===== src/rtl/spi_user_ctrl.sv =====
module spi_user_ctrl #(
  parameter int ADDR_W = 10,
  parameter int CNT_W  = 11
) (
  input  logic              clk,
  input  logic              rst_n,
  input  logic              bus_sel,
  input  logic              bus_we,
  input  logic [ADDR_W-1:0] bus_addr,
  input  logic [31:0]       bus_wdata,
  output logic [31:0]       bus_rdata,
  output logic              bus_ready,
  output logic              spi_sck,
  output logic              spi_mosi,
  input  logic              spi_miso,
  output logic [1:0]        spi_cs
);
  localparam int WIN_HI = ADDR_W - 1;
  localparam int WIN_LO = ADDR_W - 2;
  localparam int LAST_HALF = 15;

  typedef enum logic [1:0] {S_IDLE, S_SHIFT, S_DONE} state_t;

  logic [1:0] wr_en;
  logic       cs1_high;
  logic [1:0] mode [2];
  logic       stop [2];
  logic       cpol [2];
  logic [3:0] code [2];
  logic [3:0] ext  [2];
  logic       div4 [2];

  state_t     state;
  logic       cur;
  logic       is_wr;
  logic [7:0] tx, rx;
  logic [3:0] half;
  logic [CNT_W-1:0] cnt;

  logic is_win, win_cs, reg_wr, idx;
  assign is_win = |bus_addr[WIN_HI:WIN_LO];
  assign win_cs = bus_addr[WIN_HI];
  assign idx    = bus_addr[2];
  assign reg_wr = bus_sel && bus_we && !is_win;

  logic unused_bits;
  assign unused_bits = ^{bus_wdata[31:28], bus_wdata[23:18], bus_wdata[15:14], bus_wdata[12]};

  function automatic logic [CNT_W-1:0] half_len(input logic [3:0] c, input logic [3:0] e, input logic q);
    logic [CNT_W-1:0] b;
    b = CNT_W'(e) * CNT_W'(16) + CNT_W'(16) - CNT_W'({c[2:0], 1'b0}) - CNT_W'(c[3]);
    return q ? (b << 2) : b;
  endfunction

  function automatic logic [31:0] ctrl_word(input int i);
    return {4'b0, ext[i], 10'b0, div4[i], 1'b0, code[i], 3'b0, cpol[i], 1'b0, stop[i], mode[i]};
  endfunction

  always_ff @(posedge clk or negedge rst_n) begin
    if (!rst_n) begin
      wr_en    <= '0;
      cs1_high <= 1'b0;
      for (int i = 0; i < 2; i++) begin
        mode[i] <= 2'd3;
        stop[i] <= 1'b1;
        cpol[i] <= 1'b0;
        code[i] <= '0;
        ext[i]  <= '0;
        div4[i] <= 1'b0;
      end
    end else if (reg_wr) begin
      case (bus_addr[7:0])
        8'h00: wr_en <= bus_wdata[17:16];
        8'h04: cs1_high <= bus_wdata[1];
        8'h10, 8'h14: begin
          mode[idx] <= bus_wdata[1:0];
          stop[idx] <= bus_wdata[2];
          cpol[idx] <= bus_wdata[4];
          code[idx] <= bus_wdata[11:8];
          div4[idx] <= bus_wdata[13];
          ext[idx]  <= bus_wdata[27:24];
        end
        default: ;
      endcase
    end
  end

  always_ff @(posedge clk or negedge rst_n) begin
    if (!rst_n) begin
      state <= S_IDLE;
      cur   <= 1'b0;
      is_wr <= 1'b0;
      tx    <= '0;
      rx    <= '0;
      half  <= '0;
      cnt   <= '0;
    end else begin
      case (state)
        S_IDLE: if (bus_sel && is_win) begin
          cur <= win_cs;
          rx  <= '0;
          if (mode[win_cs] == 2'd3 && (!bus_we || wr_en[win_cs])) begin
            state <= S_SHIFT;
            is_wr <= bus_we;
            tx    <= bus_wdata[7:0];
            half  <= '0;
            cnt   <= half_len(code[win_cs], ext[win_cs], div4[win_cs]) - CNT_W'(1);
          end else begin
            state <= S_DONE;
          end
        end
        S_SHIFT: begin
          if (cnt == '0) begin
            if (!half[0]) rx <= {rx[6:0], spi_miso};
            if (half == 4'(LAST_HALF)) begin
              state <= S_DONE;
            end else begin
              half <= half + 4'd1;
              cnt  <= half_len(code[cur], ext[cur], div4[cur]) - CNT_W'(1);
            end
          end else begin
            cnt <= cnt - CNT_W'(1);
          end
        end
        default: state <= S_IDLE;
      endcase
    end
  end

  assign spi_sck  = (state == S_SHIFT) ? half[0] : cpol[cur];
  assign spi_mosi = (state == S_SHIFT && is_wr) ? tx[3'd7 - half[3:1]] : 1'b0;
  assign spi_cs   = {cs1_high ? ~stop[1] : stop[1], stop[0]};

  assign bus_ready = bus_sel && (is_win ? (state == S_DONE) : 1'b1);

  always_comb begin
    bus_rdata = '0;
    if (is_win) begin
      if (state == S_DONE) bus_rdata = {24'b0, rx};
    end else begin
      case (bus_addr[7:0])
        8'h00: bus_rdata = {14'b0, wr_en, 16'b0};
        8'h04: bus_rdata = {30'b0, cs1_high, 1'b0};
        8'h10: bus_rdata = ctrl_word(0);
        8'h14: bus_rdata = ctrl_word(1);
        default: ;
      endcase
    end
  end

  p_ready_needs_sel_r11: assert property (@(posedge clk) disable iff (!rst_n)
    bus_ready |-> bus_sel);

  p_cs_steady_r3: assert property (@(posedge clk) disable iff (!rst_n)
    (state == S_SHIFT && $past(state) == S_SHIFT) |-> $stable(spi_cs));

  p_mosi_held_r5: assert property (@(posedge clk) disable iff (!rst_n)
    (state == S_SHIFT && $past(state) == S_SHIFT && spi_sck && $past(spi_sck)) |-> $stable(spi_mosi));

  p_blocked_write_r9: assert property (@(posedge clk) disable iff (!rst_n)
    (state == S_IDLE && bus_sel && bus_we && is_win && !wr_en[win_cs]) |=> (state == S_DONE));
endmodule


===== config.mk =====
export PLATFORM = sky130hd
export DESIGN_NAME = spi_user_ctrl
export DESIGN_NICKNAME = d
export VERILOG_FILES = /design/src/rtl/spi_user_ctrl.sv
export SDC_FILE = /design/constraint.sdc
export NUM_CORES = 1
export LEC_CHECK = 0
export BUFFER_PORTS_ARGS = -buffer_cell sky130_fd_sc_hd__buf_2
export CAP_MARGIN = 20
export CORE_ASPECT_RATIO = 1.75
export CORE_MARGIN = 4
export CORE_UTILIZATION = 26
export DETAILED_ROUTE_END_ITERATION = 10
export HOLD_SLACK_MARGIN = 0.05
export PLACE_DENSITY = 0.49
export SLEW_MARGIN = 20
export SYNTH_ARGS = -nofsm -noshare
export SYNTH_HDL_FRONTEND = slang
export SYNTH_SLANG_ARGS = --single-unit
export TNS_END_PERCENT = 5

===== constraint.sdc =====
create_clock -name clk -period 4.2 [get_ports clk]
set_input_delay 0.21 -clock clk [delete_from_list [all_inputs] [get_ports clk]]
set_output_delay 0.21 -clock clk [all_outputs]
set_load 0.1 [all_outputs]

==> summary.md <==
| Metric | Value |
|---|---|
| Via density | 5.17 |
| Met2 wire length | slightly below 8000 µm |
| H-Tree Depth | 3 |
| Clock Sinks | between 60 and 70 |
| Layout cell share with drive strength beyond 1 | 0.253 |
| Port-buffer cells | 57 |
| M1 WL | around 5500 µm |
| Die height | about 190 µm |
| Status | completed |
| Met3 wire len | about 440 µm |
| Setup TNS | 0 ns |
| Slowest cell on crit path | dfrtp_1 |
| Placed cell count | about 810 |
| Clk Latency, worst-skew pair | roughly 0.34 ns |
| Crit path DAT | a little over 4 ns |
| Final Setup Violations | 0 |
| Startpoint Class | flop |
| Slew Viols, Final | 0 |
| CTS tree | yes |
| Area Overhead vs Synth | 16.2% |
| Cells after Synth | about 530 |
| Setup CP Type | flop to flop |
| Vias | around 4300 |
| Cell variety after synth | slightly below 70 |
| Global placer's final weighted congestion | ~0.86 |
| Core Region | roughly 18000 µm² |
| Slew HR | 0.423 |
| Commonest non-fill, non-tap cell in the layout | dfrtp_1 |
| Post-layout min period | 3.81 ns |
| Total wire length | ~14000 µm |
| Post-CTS Resized | 0 |
| Mean Syn Cell Area | a little over 9 µm² |
| Max-Cap Viols | 0 |
| WL/cell | ~17 µm |
| Main flop type after synthesis | dfrtp_1 |
| First-pass DRT Iterations | 4 |
| Hold Path Class | input port to async pin |
| Max Used Layer | met4 |
| Critical Path Fanout Max | 13 |
| Initial antenna violation count | 0 |
| Multi-input logic area | approximately 3000 µm² |
| I/O Pins | 84 |
| # fillers | around 2000 |
| Commonest cells after routing, fill and taps aside | dfrtp_1 (58), buf_2 (57), nand2_1 (49) |
| First-pass GRT wire length | approximately 23000 µm |
| Worst vdd ir | 0.000201 V |
| Tot GR Track Use | 0.136 |
| Final nets | between 600 and 700 |
| Antenna Nets Post-Route | 0 |
| RSZ-0062 raised after global routing | false |
| Largest net degree at the start of global routing | 65 |
| Register bit total from synthesis | 64 |
| Worst Path Required | approximately 4.4 ns |
| CP peak stage delay | ~0.59 ns |
| Worst-path cell chain | buf_4, mux2i_1, inv_1, ha_1, nand2b_1, o211ai_1, o21ai_0, a211o_1, a211oi_1, mux2i_1, a211o_1 |
| DR iter-0 viols | between 200 and 250 |
| CP delay by family, top | compound AO/OA/AOI/OAI gates |
| Die area | approximately 21000 µm² |
| Die width | between 100 and 150 µm |
| DRC violations left | 0 |
| Fmax | 262 MHz |
| Number of buffers created by CTS | 9 |
| Final Hold Violating Endpoints | 0 |
| Row count | 66 |
| Total grt overflow | 0 |
| Max clock buf depth | 2 |
| DP HPWL | about 11000 µm |
| Final period utilization | 0.907 |
| Mapped Area | slightly below 5000 µm² |
| Register area share after synthesis | 0.331 |
| Crit path buf inv count | 2 |
| Antenna cell count | 0 |
| Reg area | ~1600 µm² |
| PD cells | around 460 nW/µm² |
| Hold-fix buffers, CTS | 0 |
| Worst setup EP type | flop |
| Post-CTS Setup Repair Bufs | 0 |
| EDFF count, synth | 0 |
| Vias in the first global route | between 4000 and 5000 |
| Root buf cell | clkbuf_16 |
| Clock Skew | 0.00698 ns |
| Starting density of the core | 0.263 |
| Final non-filler cell total | 824 |
| P_leak | around 2.5 nW |
| Worst-path clk slew | around 0.060 ns |
| Worst-Margin Slew | between 0.8 and 0.9 ns |
| Yosys warnings | 0 |
| Async S/R FF share, synth | 1.00 |
[final timing paths]
kind                               start        to  slack [ns]  depth (start not counted)
setup / recovery                     cur   cnt[10]        0.39                         11
hold / removal                     rst_n     tx[7]        0.06                          2
setup reg to reg                     cur   cnt[10]        0.39                         11
hold reg to reg                    tx[3]     tx[3]        0.51                          1
max in group asynchronous          rst_n    ext[0]        3.56                          2
min in group clk           bus_wdata[17]  wr_en[1]        0.10                          2
[metal layers]
layer  track usage  up-vias
met5             0        -
met2         0.258       92
met1         0.144     2083
li1              -     2065
met3        0.0272       21
met4        0.0557        0
[power breakdown]
| group | leakage (nW) | internal [W] | switching, W |
|---|---|---|---|
| Combinational | 1.56 | 0.000366 | 0.000635 |
| Sequential | 0.840 | 0.000704 | 0.000107 |
| Clock | 0.145 | 0.000475 | 0.000292 |
[registers in the layout (all words and copies together) (netlist names), 2 cells and up]
| name | cells |
|---|---|
| state | 2 |
| div4 | 2 |
| rx | 8 |
| half | 4 |
| ext | 8 |
| mode | 4 |
| tx | 8 |
| cnt | 11 |
| code | 8 |
| cpol | 2 |
| wr_en | 2 |
[logic make-up after synthesis]
logic type      Yosys count  share of synthesized area
compound gates          140                      0.205
fa+ha+maj                12                     0.0308
simple gates            173                      0.188
other cells               1                   0.000770
mux                      73                      0.167
xor+xnor                 12                     0.0216
flops                    64                      0.331
buf+inv                  53                     0.0566
[cells in the mapped netlist (8+ instances only)]
cell,number,area [µm²]
nand2_1,49,184
o211ai_1,10,75.1
a22oi_1,20,150
buf_4,14,105
nor3_1,17,85.1
mux2_2,44,495
o21ai_0,30,150
clkbuf_1,13,48.8
a31oi_1,9,56.3
dfrtp_1,58,1450
nor2_1,37,139
mux2i_1,26,260
inv_1,13,48.8
and3_1,8,50.1
a21oi_1,16,80.1
ha_1,12,150
[cell type report]
cell class / instances / area share
clock inverters: 5 / 0.00995
well taps: 238 / 0.0526
flip-flops and latches: 64 / 0.284
repair buffers: 68 / 0.0650
multi-input cells: 423 / 0.535
inverters: 15 / 0.00995
clock buffers: 11 / 0.0429
[stage by stage]
stage	util	power, W	area, µm²	worst slack, ns	hold slack, ns
finish	0.306	0.00258	5660	0.389	0.0605
global route	0.306	0.00275	5660	0.104	0.0870
CTS	0.306	0.00260	5660	0.393	0.0879
detailed placement	0.290	0.00182	5360	0.391	0.447
global placement	0.290	0.00180	5360	0.499	0.444
floorplan	-	0.00158	4910	0.406	-0.0856
No activity file was read; power rests on OpenSTA's default activity.
